===== src/rtl/wcr_pkg.sv =====
package wcr_pkg;
  localparam int unsigned POS_W_DEF = 6;

  typedef enum logic [1:0] {
    STEP_NONE = 2'd0,
    STEP_UP   = 2'd1,
    STEP_DN   = 2'd2
  } step_e;
endpackage


===== src/rtl/wcr_bus_edge.sv =====
module wcr_bus_edge (
  input  logic clk,
  input  logic rst_n,
  input  logic scl_s,
  input  logic sda_s,
  output logic scl_rise,
  output logic stop_det
);
  logic scl_q;
  logic sda_q;

  // Previous samples; the bus idles high, so that is the reset state.
  always_ff @(posedge clk) begin
    if (!rst_n) begin
      scl_q <= 1'b1;
      sda_q <= 1'b1;
    end else begin
      scl_q <= scl_s;
      sda_q <= sda_s;
    end
  end

  // one rising edge per SCL high pulse.
  assign scl_rise = scl_s & ~scl_q;
  // SDA rising while SCL stays high.
  assign stop_det = scl_s & scl_q & sda_s & ~sda_q;
endmodule


===== src/rtl/wcr_step_ctrl.sv =====
module wcr_step_ctrl
  import wcr_pkg::*;
(
  input  logic  clk,
  input  logic  rst_n,
  input  logic  step_arm,
  input  logic  stop_det,
  input  logic  scl_rise,
  input  logic  sda_s,
  output step_e step_cmd
);
  logic mode_q;

  // arm sets the mode, stop clears it, and arm wins a tie.
  always_ff @(posedge clk) begin
    if (!rst_n)        mode_q <= 1'b0;
    else if (step_arm) mode_q <= 1'b1;
    else if (stop_det) mode_q <= 1'b0;
  end

  // the direction comes from SDA at the SCL rising edge.
  always_comb begin
    step_cmd = STEP_NONE;
    if (mode_q && scl_rise) step_cmd = sda_s ? STEP_UP : STEP_DN;
  end
endmodule


===== src/rtl/wcr_pos_reg.sv =====
module wcr_pos_reg
  import wcr_pkg::*;
#(
  parameter int unsigned POS_W = POS_W_DEF
) (
  input  logic             clk,
  input  logic             rst_n,
  input  logic [POS_W-1:0] dr0_val,
  input  logic             wr_valid,
  input  logic [POS_W-1:0] wr_data,
  input  logic             xfr_valid,
  input  logic [POS_W-1:0] xfr_data,
  input  step_e            step_cmd,
  output logic [POS_W-1:0] pos
);
  localparam logic [POS_W-1:0] POS_MAX = {POS_W{1'b1}};
  localparam logic [POS_W-1:0] POS_MIN = '0;
  localparam logic [POS_W-1:0] ONE     = POS_W'(1);

  logic [POS_W-1:0] pos_q;
  logic [POS_W-1:0] pos_n;

  always_comb begin
    pos_n = pos_q;
    if (wr_valid)       pos_n = wr_data;   // host write first
    else if (xfr_valid) pos_n = xfr_data;
    else begin
      unique case (step_cmd)
        STEP_UP: if (pos_q != POS_MAX) pos_n = pos_q + ONE;
        STEP_DN: if (pos_q != POS_MIN) pos_n = pos_q - ONE;
        default: pos_n = pos_q;
      endcase
    end
  end

  // reset recalls the default data register.
  always_ff @(posedge clk) begin
    if (!rst_n) pos_q <= dr0_val;
    else        pos_q <= pos_n;
  end

  assign pos = pos_q;
endmodule


===== src/rtl/wcr_tap_decode.sv =====
module wcr_tap_decode #(
  parameter int unsigned POS_W = 6,
  localparam int unsigned TAPS = 1 << POS_W
) (
  input  logic [POS_W-1:0] pos,
  output logic [TAPS-1:0]  tap
);
  // one comparator per tap switch.
  for (genvar g = 0; g < TAPS; g++) begin : g_tap
    assign tap[g] = (pos == POS_W'(g));
  end
endmodule


===== src/rtl/wcr_stepper.sv =====
module wcr_stepper
  import wcr_pkg::*;
#(
  parameter int unsigned POS_W = POS_W_DEF,
  localparam int unsigned TAPS = 1 << POS_W
) (
  input  logic             clk,
  input  logic             rst_n,
  input  logic [POS_W-1:0] dr0_val,
  input  logic             wr_valid,
  input  logic [POS_W-1:0] wr_data,
  input  logic             xfr_valid,
  input  logic [POS_W-1:0] xfr_data,
  input  logic             step_arm,
  input  logic             scl_s,
  input  logic             sda_s,
  output logic [POS_W-1:0] pos,
  output logic [TAPS-1:0]  tap
);
  logic  scl_rise;
  logic  stop_det;
  step_e step_cmd;

  wcr_bus_edge u_edge (
    .clk      (clk),
    .rst_n    (rst_n),
    .scl_s    (scl_s),
    .sda_s    (sda_s),
    .scl_rise (scl_rise),
    .stop_det (stop_det)
  );

  wcr_step_ctrl u_ctrl (
    .clk      (clk),
    .rst_n    (rst_n),
    .step_arm (step_arm),
    .stop_det (stop_det),
    .scl_rise (scl_rise),
    .sda_s    (sda_s),
    .step_cmd (step_cmd)
  );

  wcr_pos_reg #(.POS_W(POS_W)) u_pos (
    .clk       (clk),
    .rst_n     (rst_n),
    .dr0_val   (dr0_val),
    .wr_valid  (wr_valid),
    .wr_data   (wr_data),
    .xfr_valid (xfr_valid),
    .xfr_data  (xfr_data),
    .step_cmd  (step_cmd),
    .pos       (pos)
  );

  wcr_tap_decode #(.POS_W(POS_W)) u_dec (
    .pos (pos),
    .tap (tap)
  );
endmodule


===== config.mk =====
export PLATFORM = sky130hd
export DESIGN_NAME = wcr_stepper
export DESIGN_NICKNAME = d
export VERILOG_FILES = /design/src/rtl/wcr_pkg.sv /design/src/rtl/wcr_bus_edge.sv /design/src/rtl/wcr_step_ctrl.sv /design/src/rtl/wcr_pos_reg.sv /design/src/rtl/wcr_tap_decode.sv /design/src/rtl/wcr_stepper.sv
export SDC_FILE = /design/constraint.sdc
export NUM_CORES = 1
export LEC_CHECK = 0
export ABC_AREA = 1
export BUFFER_PORTS_ARGS = -buffer_cell sky130_fd_sc_hd__buf_4
export CORE_ASPECT_RATIO = 0.7
export CORE_MARGIN = 1.5
export CORE_UTILIZATION = 40
export DETAILED_ROUTE_END_ITERATION = 7
export GPL_TIMING_DRIVEN = 0
export PLACE_DENSITY_LB_ADDON = 0.1
export SYNTH_ARGS = -nofsm -noshare
export SYNTH_HDL_FRONTEND = slang
export SYNTH_HIERARCHICAL = 1
export SYNTH_SLANG_ARGS = --single-unit

===== constraint.sdc =====
create_clock -name clk -period 3.1 [get_ports clk]
set_input_delay 0.155 -clock clk [delete_from_list [all_inputs] [get_ports clk]]
set_output_delay 0.155 -clock clk [all_outputs]
set_load 0.01 [all_outputs]

# Word-level counts from Yosys, hierarchy flattened
# Cells that the tools add are included.
dict set report totals {
  regBits 9
  inputBits 25
  output_inout_bits 70
  wordCells 96
}
dict set report classes {
  add_sub_neg 2
  n_eq_ne 69
  mux 10
  bitwise 6
  n_reduce_logical 5
}
# cell count
set ops {}
lappend ops {{$eq A6 B6 Y1 const B} 32}
lappend ops {{$eq A6 B5 Y1 const B} 16}
lappend ops {{$eq A6 B4 Y1 const B} 8}
lappend ops {{$mux W6} 5}
lappend ops {{$eq A6 B3 Y1 const B} 4}
lappend ops {{$eq A6 B2 Y1 const B} 2}
lappend ops {{$pmux W6 S2} 1}
lappend ops {{$ne A5 B4 Y1 const B} 2}
lappend ops {{$add A6 B1 Y6 const B} 1}
lappend ops {{$eq A6 B1 Y1 const B} 1}
lappend ops {{$logic_not A6 Y1} 1}
lappend ops {{$ne A6 B6 Y1 const B} 1}
lappend ops {{$reduce_bool A6 Y1} 1}
lappend ops {{$sub A6 B1 Y6 const B} 1}
lappend ops {{$ne A5 B1 Y1 const B} 1}
lappend ops {{$and A1 B1 Y1} 4}
lappend ops {{$mux W2} 2}
lappend ops {{$reduce_and A3 Y1} 1}
lappend ops {{$eq A2 B1 Y1 const B} 1}
lappend ops {{$eq A2 B2 Y1 const B} 1}
lappend ops {{$mux W1} 2}
lappend ops {{$not A1 Y1} 2}
lappend ops {{$reduce_bool A2 Y1} 1}
lappend ops {{$logic_and A1 B1 Y1} 1}

# Longest topological paths before layout
# Gate-level depths: netlist of run 1.
dict set report depth {
  word_depth 9
  mapped_depth 16
  mapped_depth_nobuf 16
}

# By module
# Netlist of run 1, hierarchy kept.
# mod n_inst cells_each area_each_um2 seq_area_each_um2
set modules_own_cells {}
lappend modules_own_cells {wcr_pos_reg 1 99 654.4 180.2}
lappend modules_own_cells {wcr_tap_decode 1 104 412.9 0.0}
lappend modules_own_cells {wcr_bus_edge 1 11 73.8 40.0}
lappend modules_own_cells {wcr_step_ctrl 1 10 58.8 20.0}

# Least setup slack after synthesis of run 1
# Ideal clock, no wire load.
dict set report synth_path {
  kind {register to register}
  startpoint {register u_edge.scl_q}
  endpoint {register u_pos.pos_q[4] (netlist: u_pos/pos[4]), data pin}
  setup_ps 258
  t_arrival_ps 1719
  required_ps 2842
  setup_slack_ps 1122
  stages_incl_launch_ff 15
  path_buffers 0
  period_less_slack_ps 1978
  path_cell_list {dfxtp_1 > nor2_1 > nand2_1 > nor2_1 > nand2_2 > nand2_1 > nand2_1 > inv_1 > ha_1 > inv_1 > o21ai_0 > o21ai_1 > xor2_1 > o21ai_1 > a21oi_1}
}
dict set report synth_between {
  elab_chain_len 9
  elab_cells_between_ends 10
  classes_between {eq/ne (2); mux (5); bitwise (2); reduce/logical (1)}
}
# item line
set synth_lines {}
lappend synth_lines {{from (decl)} wcr_bus_edge.sv:9} ;# logic scl_q;
lappend synth_lines {{from (signal assigned)} wcr_bus_edge.sv:18} ;# scl_q <= scl_s;
lappend synth_lines {{$not A1 Y1 *} wcr_bus_edge.sv:24} ;# assign scl_rise = scl_s & ~scl_q;
lappend synth_lines {{$and A1 B1 Y1 *} wcr_bus_edge.sv:24}
lappend synth_lines {{via scl_rise} wcr_stepper.sv:20} ;# logic scl_rise;
lappend synth_lines {{$logic_and A1 B1 Y1 *} wcr_step_ctrl.sv:24} ;# if (mode_q && scl_rise) step_cmd = sda_s ? STEP_UP : STEP_DN;
lappend synth_lines {{$mux W2 *} wcr_step_ctrl.sv:24}
lappend synth_lines {{via step_cmd[1]} wcr_stepper.sv:22} ;# step_e step_cmd;
lappend synth_lines {{$eq A2 B2 Y1 or $eq A2 B1 Y1 (tied branches)} wcr_pos_reg.sv:28} ;# unique case (step_cmd)
lappend synth_lines {{$pmux W6 S2 *} wcr_pos_reg.sv:28}
lappend synth_lines {{$mux W6 *} wcr_pos_reg.sv:26} ;# else if (xfr_valid) pos_n = xfr_data;
lappend synth_lines {{$mux W6 *} wcr_pos_reg.sv:25} ;# if (wr_valid) pos_n = wr_data;
lappend synth_lines {{$mux W6 *} wcr_pos_reg.sv:38} ;# if (!rst_n) pos_q <= dr0_val;
lappend synth_lines {{to (signal assigned)} wcr_pos_reg.sv:38}
lappend synth_lines {{to (signal assigned)} wcr_pos_reg.sv:39} ;# else pos_q <= pos_n;
lappend synth_lines {{to (decl)} wcr_pos_reg.sv:20} ;# logic [POS_W-1:0] pos_q;
# Mark *: on every way through the listed nets, which the timed path passes. The rest lies on a longest branch.
# A chain may end at the register's enable or synchronous reset.

# Worst setup path in the final report of run 1
# Same ends and word-level chain as after synthesis.

==> impl_summary.log, run 1 <==
[metrics] outcome: finished, final reports clean
[metrics] PortBufs: 93
[metrics] Post-Place Setup Slack: 0.8740 ns
[metrics] starting density of the core: 0.4251
[metrics] total power divided by cell area: 269.6 mW/mm^2
[metrics] fraction of the cycle the final worst path needs: 0.7311
[metrics] number of warnings printed during yosys synthesis: 6
[metrics] wire length of the first global-routing pass: 6513 um
[metrics] clock insertion delay at the later pin of the skew report: 0.23 ns
[metrics] total CTS buffers: 3
[metrics] Placeable Area: 0.002823 mm^2
[metrics] post-layout worst setup margin: 0.8337 ns
[metrics] area growth from synthesis to layout: 65.80%
[metrics] capture endpoint of the worst hold path: u_edge/sda_q
[metrics] number of distinct library cell variants in the gate-level netlist after synthesis: 24
[metrics] routed via count divided by cell count: 4.807
[metrics] largest net degree at the start of global routing: 11
[metrics] clock skew: 0.003316 ns
[metrics] actual slew at the worst max-slew pin: 0.4230 ns
[metrics] register area share after synthesis: 0.2002
[metrics] number of standard cells after synthesis: 224
[metrics] flops & latches, synth: 9
[metrics] GR Util All Layers: 0.2477
[metrics] Startpoint Class: register
[metrics] Final Hold Viols: 0
[metrics] most frequent cells in the layout: 96 x sky130_fd_sc_hd__buf_4, 78 x sky130_fd_sc_hd__nor2_1, 52 x sky130_fd_sc_hd__nand2_1, 26 x sky130_fd_sc_hd__inv_1, 9 x sky130_fd_sc_hd__a21oi_1
[metrics] share of post-route cells with drive strength above 1: 0.3769
[metrics] vertical die dimension: 48.83 um
[metrics] TritonCTS clock tree: done
[metrics] setup slack of the worst register-to-register path: 0.83 ns
[metrics] number of DRC violations after detailed-routing iteration 0: 93
[metrics] router iterations before antenna repair: 4
[metrics] maximum clock frequency: 441.2 MHz
[metrics] hold-critical path depth: 3
[metrics] final critical delay including setup and external delays: 2.266 ns
[metrics] weighted congestion at the end of routability-driven global placement: 0.8820
[metrics] worst-path maximum fanout: 5
[metrics] count of antenna diodes in the layout: 0
[metrics] Critical R2R Launch: u_edge/scl_q
[metrics] antenna violations before repair: 0
[metrics] Syn Area/Cell: 5.357 um^2
[metrics] area share of the largest cell type after synthesis: 0.2440
[metrics] maximum level of the CTS H-tree: 1
[metrics] count of endpoints failing setup in the final report: 0
[metrics] post-cts hold buffer count: 0
[metrics] final-layout setup total negative slack: 0 ns
[metrics] capturing point of the worst reg2reg path: u_pos/pos[4]
[metrics] max-cap check violation count: 0
[metrics] most common library cell in the layout ignoring fill and taps: sky130_fd_sc_hd__buf_4
[metrics] DP HPWL: 3300 um
[metrics] Hold Startpoint: sda_s
[metrics] CTS Buffer Depth: 2
[metrics] total leakage power: 0.001091 uW
[metrics] area of the die: 0.003343 mm^2
[metrics] Syn Nets: 250
[metrics] CTS-repair resized insts: 0
[metrics] clock-pin slew on the worst setup and hold paths: 0.05 ns
[metrics] Peak supply drop: 176.1 uV
[metrics] setup repair after global routing missed its margin: false
[metrics] total number of vias: 1716
[metrics] number of sinks on the clock net: 9
[metrics] Netlist Area Pre-Place: 0.001200 mm^2
[metrics] post-layout util: 0.7048
[metrics] WP data arrival: 2.25 ns
[metrics] per-cell routed wire length: 11.37 um
[metrics] global route overflow: 0
[metrics] Setup Fix Bufs, Post-CTS: 0
[metrics] classification of the worst-slack hold path: input port to register
[metrics] number of slew-limit violations in the final report: 0
[metrics] number of primary I/O pins: 95
[metrics] Antenna Nets Post-Route: 0
[metrics] drt drc: 0
[metrics] top cells by area in the synthesized netlist: sky130_fd_sc_hd__nor2_1 24%, sky130_fd_sc_hd__nand2_1 16%, sky130_fd_sc_hd__edfxtp_1 15%, sky130_fd_sc_hd__inv_1 8.1%, sky130_fd_sc_hd__dfxtp_1 5.0%
[metrics] reg2reg path depth: 13
[metrics] net count of the finished layout: 348
[metrics] x dimension of the die: 68.46 um
[metrics] library cell occupying the most area in the post-synthesis netlist: sky130_fd_sc_hd__nor2_1
[metrics] Critical Path Sink Type: register
[metrics] Total Routed Length: 4060 um
[metrics] worst slew margin relative to its limit: 0.7180
[metrics] Root Buffer: sky130_fd_sc_hd__clkbuf_8
[metrics] count of standard-cell rows: 16
[metrics] Worst Setup Path Type: register to register
[metrics] vias in the first global route: 1431
[metrics] required time at the worst-slack endpoint: 3.08 ns
[metrics] Total Power: 536.4 uW
==> stage by stage <==
stage	hold slack (ns)	area, um^2	cells
2_1_floorplan	0.2237	1200	224
3_3_place_gp	0.3523	1943	353
3_5_place_dp	0.3626	1943	353
4_1_cts	0.1201	1989	357
5_1_grt	0.1247	1989	357
6_report	0.1191	1989	357
==> cell families (layout without fill, tap and decap cells) <==
kind of cell,Yosys count,count (layout),synth area share
xor+xnor,3,3,0.02190
compound gates,24,24,0.1137
flops,9,9,0.2002
fa+ha+maj,1,1,0.01043
simple gates,154,154,0.5401
buf+inv,33,130,0.1137
==> where the power goes <==
group / switching, uW / total [uW] / internal, uW
sequential: 23.3 / 165 / 142
clock: 50.9 / 139 / 88.0
combinational: 138 / 232 / 94.1
==> sequential cells by signal, summed over array words and instances (netlist names) <==
| register | flops |
|---|---|
| u_ctrl/mode_q | 1 |
| u_edge/sda_q | 1 |
| u_edge/scl_q | 1 |
| u_pos/pos | 6 |
==> worst max path at each step <==
stage | from | to | slack, ns
after floorplan | u_edge/scl_q | u_pos/pos[4] | 1.12
final | u_edge/scl_q | u_pos/pos[4] | 0.83
after global placement | u_edge/scl_q | u_pos/pos[4] | 0.89
after global routing | u_edge/scl_q | u_pos/pos[4] | 0.63
after detailed placement | u_edge/scl_q | u_pos/pos[4] | 0.87
after CTS | u_edge/scl_q | u_pos/pos[4] | 0.86
==> routing by layer <==
layer  global-route usage  vias to the layer above  routed length, um
met2               0.3702                       78               1725
met3              0.02309                        2                401
met1               0.3833                      754               1919
met4              0.05000                        0                 14
li1                     -                      882                  -
met5                    0                        -                  0
==> worst max-delay path, cell delays in order, from the launching register on <==
cell                      delay (ns)
sky130_fd_sc_hd__dfxtp_1        0.30
sky130_fd_sc_hd__nor2_1         0.10
sky130_fd_sc_hd__nand2_1        0.08
sky130_fd_sc_hd__nor2_1         0.31
sky130_fd_sc_hd__nand3_1        0.25
sky130_fd_sc_hd__nand2_1        0.12
sky130_fd_sc_hd__inv_1          0.05
sky130_fd_sc_hd__ha_1           0.16
sky130_fd_sc_hd__inv_1          0.07
sky130_fd_sc_hd__nand2_1        0.08
sky130_fd_sc_hd__o21ai_1        0.17
sky130_fd_sc_hd__xor2_1         0.09
sky130_fd_sc_hd__o21ai_1        0.15
sky130_fd_sc_hd__a21oi_1        0.08
==> Yosys cell counts <==
master	n
sky130_fd_sc_hd__xor2_1	3
sky130_fd_sc_hd__inv_2	2
sky130_fd_sc_hd__edfxtp_1	6
sky130_fd_sc_hd__clkbuf_1	1
sky130_fd_sc_hd__nand3_2	2
sky130_fd_sc_hd__nor2_2	5
sky130_fd_sc_hd__nand4_1	2
sky130_fd_sc_hd__o41ai_1	1
sky130_fd_sc_hd__a21oi_1	9
sky130_fd_sc_hd__buf_4	3
sky130_fd_sc_hd__ha_1	1
sky130_fd_sc_hd__a21oi_2	2
sky130_fd_sc_hd__nor2_1	78
sky130_fd_sc_hd__dfxtp_1	3
sky130_fd_sc_hd__o211ai_1	2
sky130_fd_sc_hd__o21ai_0	4
sky130_fd_sc_hd__nand2_1	52
sky130_fd_sc_hd__o21ai_1	6
sky130_fd_sc_hd__nor2_4	2
sky130_fd_sc_hd__nand2_2	7
sky130_fd_sc_hd__nand3_1	5
sky130_fd_sc_hd__buf_2	1
sky130_fd_sc_hd__inv_1	26
sky130_fd_sc_hd__nor3_1	1
==> cell type report <==
type	count	area, um^2
multi-input combinational	182	823.3
inverter	28	105.1
clock inverter	1	5.005
sequential	9	240.2
clock buffer	3	41.29
timing repair buffer	93	698.2
buffer	5	31.28
fill	254	833.3
tap	36	45.04
Note: power is estimated with default switching activity, not from simulation.
==> inputs of run 2 (changes only) <==
Settings changed: CORE_UTILIZATION 40 to 36.
Clock period 3.1 ns to 2 ns, I/O delays scaled along.
==> run 2 against run 1 <==
  * Count of clock-buffer cells in the layout is 1 higher
  * Critical path depth grew 1
  * Worst setup slack worse by 0.83 ns
  * Via count grew 3.5%
  * Combinational power is 65% higher
  * Flip-flop and latch count stayed put
  * Highest routed layer unchanged
==> impl_summary.log, run 2 (same netlist as run 1, synthesis figures left out) <==
[metrics] number of primary I/O pins: 95
[metrics] CTS Buffer Depth: 2
[metrics] starting density of the core: 0.3786
[metrics] Switching Fraction: 0.3921
[metrics] clock insertion delay at the later pin of the skew report: 0.23 ns
[metrics] outcome: finished, final reports clean
[metrics] count of antenna diodes in the layout: 0
[metrics] vias in the first global route: 1523
[metrics] actual slew at the worst max-slew pin: 0.4481 ns
[metrics] clock skew: 0.005589 ns
[metrics] number of sinks on the clock net: 9
[metrics] Critical R2R Launch: u_edge/scl_q
[metrics] antenna violations before repair: 0
[metrics] number of slew-limit violations in the final report: 0
[metrics] worst hold margin: 0.07675 ns
[metrics] fraction of the cycle the final worst path needs: 0.9979
[metrics] Combinational Power Share: 0.451
[metrics] total CTS buffers: 3
[metrics] vertical die dimension: 51.30 um
[metrics] drt drc: 0
[metrics] worst-path maximum fanout: 3
[metrics] most frequent cells in the layout: 104 x sky130_fd_sc_hd__buf_4, 75 x sky130_fd_sc_hd__nor2_1, 48 x sky130_fd_sc_hd__nand2_1, 24 x sky130_fd_sc_hd__inv_1
[metrics] area growth from synthesis to layout: 78.10%
[metrics] Hold Startpoint: scl_s
[metrics] worst-path cell with the longest stage delay: sky130_fd_sc_hd__dfxtp_2
[metrics] net count of the finished layout: 356
[metrics] Antenna Nets Post-Route: 0
[metrics] share of post-route cells with drive strength above 1: 0.4377
[metrics] Final Hold Viols: 0
[metrics] final critical delay including setup and external delays: 1.996 ns
[metrics] Total Routed Length: 4246 um
[metrics] clock-pin slew on the worst setup and hold paths: 0.05 ns
[metrics] Total Power: 847.5 uW
[metrics] Root Buffer: sky130_fd_sc_hd__clkbuf_8
[metrics] internal cell power: 515.2 uW
[metrics] crit-path cells: nor2_2, nand2_2, nor2_4, nand2_4, nand2_4, nand2_2, inv_2, ha_4, inv_2, o21ai_2, o21ai_2, xor2_1, o21ai_2, a21oi_1
[metrics] max-cap check violation count: 0
[metrics] total leakage power: 0.001130 uW
[metrics] largest incremental delay on the critical path: 0.32 ns
[metrics] required time at the worst-slack endpoint: 1.98 ns
[metrics] x dimension of the die: 72.01 um
[metrics] Startpoint Class: register
[metrics] part of the power in the clock network: 0.244
[metrics] net switching component of the power: 332.3 uW
[metrics] maximum clock frequency: 501.1 MHz
[metrics] largest net degree at the start of global routing: 11
[metrics] TritonCTS clock tree: done
[metrics] most common library cell in the layout ignoring fill and taps: sky130_fd_sc_hd__buf_4
[metrics] PortBufs: 93
[metrics] post-layout util: 0.6743
[metrics] setup repair after global routing missed its margin: true
[metrics] launching element of the worst setup path: u_edge/scl_q
[metrics] Placeable Area: 0.003169 mm^2
[metrics] most prevalent standard cell on the critical path: sky130_fd_sc_hd__o21ai_2
[metrics] Worst Setup Path Type: register to register
[metrics] WP data arrival: 1.97 ns
[metrics] number of DRC violations after detailed-routing iteration 0: 77
[metrics] wire length of the first global-routing pass: 6886 um
[metrics] DP HPWL: 3297 um
[metrics] total number of vias: 1776
[metrics] Peak supply drop: 284.1 uV
[metrics] router iterations before antenna repair: 4
[metrics] global route overflow: 0
[metrics] count of standard-cell rows: 17
[metrics] worst slew margin relative to its limit: 0.7013
[metrics] max FFs per register: 6
[metrics] classification of the worst-slack hold path: input port to register
[metrics] routed via count divided by cell count: 4.839
[metrics] total power divided by cell area: 396.6 mW/mm^2
[metrics] per-cell routed wire length: 11.57 um
[metrics] GR Util All Layers: 0.2363
[metrics] area of the die: 0.003694 mm^2
[metrics] count of endpoints failing setup in the final report: 0
[metrics] weighted congestion at the end of routability-driven global placement: 0.8465
[metrics] maximum level of the CTS H-tree: 1
[metrics] Seq pwr share: 0.305
[metrics] Critical Path Sink Type: register
-- run 2: stage by stage --
stage                     setup slack [ns]  TNS [ns]  area (um^2)  cells
after floorplan                    0.02219         0         1200    224
after global placement             -0.2963   -0.6257         1946    355
after detailed placement           -0.3522   -0.7163         1946    355
after CTS                         -0.03772  -0.03772         2085    364
after global routing               -0.1232   -0.2810         2137    367
final                             0.004256         0         2137    367
-- run 2: final timing paths --
| kind | end | slack [ns] | cells after the start |
|---|---|---|---|
| worst max-delay path | u_pos/pos[4] | 0.004 | 14 |
| worst max register to register | u_pos/pos[4] | 0.004 | 14 |
| worst min register to register | u_ctrl/mode_q | 0.48 | 2 |
| worst min-delay path | u_edge/scl_q | 0.08 | 3 |
-- run 2: timing repair --
item	CTS	global route
buffers inserted	5	3
endpoints found under the hold margin	0	0
pin swaps	10	9
endpoints found under the setup margin	3	5
gates resized for setup	18	7
hold buffers	0	0
-- run 2: layer usage --
layer	GRT usage	up-vias	wire length [um]
met5	0	-	0
met4	0.03774	0	19
met3	0.03748	2	287
met2	0.3642	66	1941
met1	0.3504	803	1997
li1	-	905	-
-- run 2: final cells by class --
type | instances | area, um^2
Buffer | 5 | 31.28
Clock buffer | 4 | 45.04
Fill cell | 315 | 1032
Inverter | 28 | 107.6
Multi-Input combinational cell | 182 | 905.9
Sequential cell | 9 | 241.5
Tap cell | 38 | 47.55
Timing Repair Buffer | 101 | 758.2
-- run 2: power by group through the flow --
stage	Combinational, uW	Clock (uW)	Sequential [uW]
finish	382	207	259
detailed placement	357	0	259
global placement	355	0	259
global route	428	217	263
CTS	370	206	258
floorplan	208	0	254
-- run 2: worst max-delay path, delay by kind of cell, from the launching register on --
family	cells	cell delay, ns
AOI/OAI and AO/OA	4	0.45
xor gates and xnor gates	1	0.17
adders and majority gates	1	0.12
buffers and inverters	2	0.10
DFF	1	0.32
and+or+nand+nor	6	0.60
==> inputs of run 3 (changes only) <==
Settings changed: CORE_UTILIZATION 36 to 35, PLACE_DENSITY set to 0.77, PLACE_DENSITY_LB_ADDON 0.1 to unset, SLEW_MARGIN set to 25, SYNTH_HIERARCHICAL 1 to unset.
==> run 3 against run 2 <==
  * Clock power rose by 4%
  * Die area down 1.8%
  * Wire length down 4.8%
  * Register-to-register slack improved by 0.16 ns
  * Critical path depth decreased by 8
  * Power down 2.2%
  * Final area decreased by 8.8%
  * Worst setup slack improved by 0.16 ns
  * Synthesized area down 4.6%
  * Combinational power fell by 3%
  * Maximum frequency is 8.8% higher
  * Flip-flop and latch count unchanged
==> impl_summary.log, run 3 <==
[metrics] outcome: finished, final reports clean
[metrics] WP data arrival: 1.72 ns
[metrics] number of DRC violations after detailed-routing iteration 0: 110
[metrics] vertical die dimension: 50.85 um
[metrics] number of distinct library cell variants in the gate-level netlist after synthesis: 26
[metrics] met1 WL: 1906 um
[metrics] count of standard-cell rows: 17
[metrics] starting density of the core: 0.3661
[metrics] capturing point of the worst reg2reg path: u_pos.pos[4]
[metrics] total leakage power: 0.001012 uW
[metrics] number of synthesized flops with an enable pin: 6
[metrics] maximum level of the CTS H-tree: 1
[metrics] final critical delay including setup and external delays: 1.834 ns
[metrics] Syn Area/Cell: 5.504 um^2
[metrics] clock skew: 0.001606 ns
[metrics] max FFs per register: 6
[metrics] Setup Fix Bufs, Post-CTS: 0
[metrics] Final Hold Viols: 0
[metrics] PortBufs: 94
[metrics] Peak supply drop: 324.1 uV
[metrics] fraction of synthesized area in multiplexers: 0
[metrics] global route overflow: 0
[metrics] net count of the finished layout: 337
[metrics] Post-synth top cells: 84 x sky130_fd_sc_hd__nor2_1, 37 x sky130_fd_sc_hd__nand2_1, 17 x sky130_fd_sc_hd__nand3_1
[metrics] classification of the worst-slack hold path: input port to register
[metrics] total power divided by cell area: 425.2 mW/mm^2
[metrics] number of standard cells after synthesis: 208
[metrics] wire length of the first global-routing pass: 6382 um
[metrics] Worst Setup Path Type: register to register
[metrics] count of endpoints failing setup in the final report: 0
[metrics] Combinational Power Share: 0.448
[metrics] number of slew-limit violations in the final report: 0
[metrics] Critical Path Sink Type: register
[metrics] count of antenna diodes in the layout: 0
[metrics] library cell occupying the most area in the post-synthesis netlist: sky130_fd_sc_hd__nor2_1
[metrics] per-cell routed wire length: 11.75 um
[metrics] TritonCTS clock tree: done
[metrics] Switching Fraction: 0.3834
[metrics] Hold Startpoint: sda_s
[metrics] number of sinks on the clock net: 9
[metrics] largest net degree at the start of global routing: 11
[metrics] Post-synth top flop: sky130_fd_sc_hd__edfxtp_1
[metrics] share of flip-flops with an asynchronous set or reset after synthesis: 0
[metrics] DP HPWL: 3289 um
[metrics] Startpoint Class: register
[metrics] capture endpoint of the worst hold path: u_edge.sda_q
[metrics] vias in the first global route: 1375
[metrics] reg2reg path depth: 6
[metrics] number of warnings printed during yosys synthesis: 0
[metrics] top cells by area in the synthesized netlist: sky130_fd_sc_hd__nor2_1 28%, sky130_fd_sc_hd__edfxtp_1 16%, sky130_fd_sc_hd__nand2_1 12%, sky130_fd_sc_hd__nand3_1 7.4%, sky130_fd_sc_hd__ha_1 5.5%
[metrics] Syn Nets: 238
[metrics] Antenna Nets Post-Route: 0
[metrics] flops & latches, synth: 9
[metrics] worst-path maximum fanout: 6
[metrics] Netlist Area Pre-Place: 0.001145 mm^2
[metrics] CTS Buffer Depth: 2
[metrics] synthesized-area fraction occupied by adder cells: 0.05464
[metrics] number of primary I/O pins: 95
[metrics] area share of the largest cell type after synthesis: 0.2754
[metrics] max-cap check violation count: 0
[metrics] met2 WL post-DR: 1749 um
[metrics] largest incremental delay on the critical path: 0.50 ns
[metrics] area share of xor/xnor cells in the synthesized design: 0.03060
[metrics] most common library cell in the layout ignoring fill and taps: sky130_fd_sc_hd__buf_4
[metrics] setup slack of the worst register-to-register path: 0.17 ns
[metrics] crit-path cells: ha_1, inv_1, nor2_2, inv_2, nor2_1, o221ai_2
[metrics] GR Util All Layers: 0.2178
[metrics] Root Buffer: sky130_fd_sc_hd__clkbuf_8
[metrics] Seq pwr share: 0.293
[metrics] part of the power in the clock network: 0.259
[metrics] clock insertion delay at the later pin of the skew report: 0.23 ns
[metrics] x dimension of the die: 71.36 um
[metrics] total number of vias: 1643
[metrics] Critical R2R Launch: u_pos.pos[0]
[metrics] post-cts hold buffer count: 0
[metrics] most frequent cells in the layout: 95 x sky130_fd_sc_hd__buf_4, 84 x sky130_fd_sc_hd__nor2_1, 37 x sky130_fd_sc_hd__nand2_1, 17 x sky130_fd_sc_hd__nand3_1, 12 x sky130_fd_sc_hd__a21oi_1
[metrics] worst hold margin: 0.07603 ns
[metrics] fraction of the cycle the final worst path needs: 0.9168
[metrics] area growth from synthesis to layout: 70.27%
[metrics] setup repair after global routing missed its margin: false
[metrics] uppermost metal layer occupied by signal nets: met4
[metrics] actual slew at the worst max-slew pin: 0.4479 ns
[metrics] clock-pin slew on the worst setup and hold paths: 0.05 ns
[metrics] hold-critical path depth: 3
[metrics] required time at the worst-slack endpoint: 1.89 ns
[metrics] Total Routed Length: 4042 um
[metrics] dominant combinational cell family by area after synthesis: simple AND/OR/NAND/NOR gates
[metrics] final-layout fill cell count: 328
[metrics] internal cell power: 511.0 uW
[metrics] router iterations before antenna repair: 4
[metrics] drt drc: 0
[metrics] register area share after synthesis: 0.2098
[metrics] post-layout util: 0.6234
[metrics] wire length on met3: 362 um
[metrics] routed via count divided by cell count: 4.776
[metrics] net switching component of the power: 317.8 uW
[metrics] antenna violations before repair: 0
[metrics] worst slew margin relative to its limit: 0.7014
[metrics] weighted congestion at the end of routability-driven global placement: 0.8286
[metrics] total CTS buffers: 3
[metrics] worst-path cell with the longest stage delay: sky130_fd_sc_hd__edfxtp_1
[metrics] most repeated cell in the gate-level netlist after synthesis: sky130_fd_sc_hd__nor2_1
[metrics] Placeable Area: 0.003127 mm^2
[metrics] area of the die: 0.003629 mm^2
[metrics] compound-cell area share of the yosys netlist: 0.09071
[metrics] share of post-route cells with drive strength above 1: 0.3824
[metrics] maximum clock frequency: 545.4 MHz
[metrics] share of synthesized cell area in and, or, nand and nor gates: 0.5224
## run 3: cell count changes after synthesis, sizes merged, moves of 2 or more
cell,delta
nand2,-22
inv,-12
nand3,+11
o21ai,-6
ha,+4
nor2,+3
clkbuf,+2
or2,+2
## run 3: worst max-delay path, delay by kind of cell (launching register included)
family	cells	cell delay (ns)
AOI/OAI and AO/OA	1	0.35
DFF	1	0.50
adders and majority gates	1	0.32
and+or+nand+nor	2	0.13
buffers and inverters	2	0.18
## run 3: kinds of logic after synthesis
logic type	Yosys count
AO/OA/AOI/OAI	19
XOR/XNOR	4
adder cells (fa/ha/maj)	5
buffers and inverters	24
AND/OR/NAND/NOR	147
flip-flops	9
## run 3: per-layer routing
metal / global-route usage / vias to the layer above
met5: 0 / -
met4: 0.04403 / 0
met3: 0.05720 / 4
met2: 0.3302 / 70
met1: 0.3112 / 719
li1: - / 850
## run 3: stage by stage
step	cell area (um^2)	power [uW]	worst slack, ns	std cells	TNS, ns
final	1949	828.9	0.1665	344	0
after global routing	1949	884.7	0.01066	344	0
after CTS	1949	827.7	0.1607	344	0
after detailed placement	1898	611.9	-0.04526	340	-0.2706
after global placement	1898	609.6	-0.04831	340	-0.2889
after floorplan	1145	461.5	0.1690	208	0
## run 3: worst max-delay path by stage
stage                        end    startpoint  slack, ns
CTS                 u_pos.pos[4]  u_pos.pos[0]       0.16
floorplan           u_pos.pos[0]  u_pos.pos[0]       0.17
global placement    u_pos.pos[2]  u_pos.pos[0]      -0.05
finish              u_pos.pos[4]  u_pos.pos[0]       0.17
detailed placement  u_pos.pos[2]  u_pos.pos[0]      -0.05
global route        u_pos.pos[3]  u_pos.pos[1]       0.01
## run 3: area by class of cell
class	count	area, um^2	area share
multi-input combinational	175	805.8	0.4134
timing repair buffer	94	705.7	0.3620
sequential	9	240.2	0.1232
inverter	16	60.06	0.03081
tap	38	47.55	0.02439
clock buffer	4	45.04	0.02311
buffer	8	45.04	0.02311
## run 3: what timing repair did
action	CTS	global route
resized for setup	1	0
hold endpoints to repair	0	0
setup endpoints to repair	6	0
## run 3: power by group through the flow
stage	combinational [uW]	clock, uW	sequential, uW
2_1_floorplan	215	0	247
3_3_place_gp	364	0	246
3_5_place_dp	367	0	245
4_1_cts	369	217	242
5_1_grt	412	227	246
6_report	371	215	243
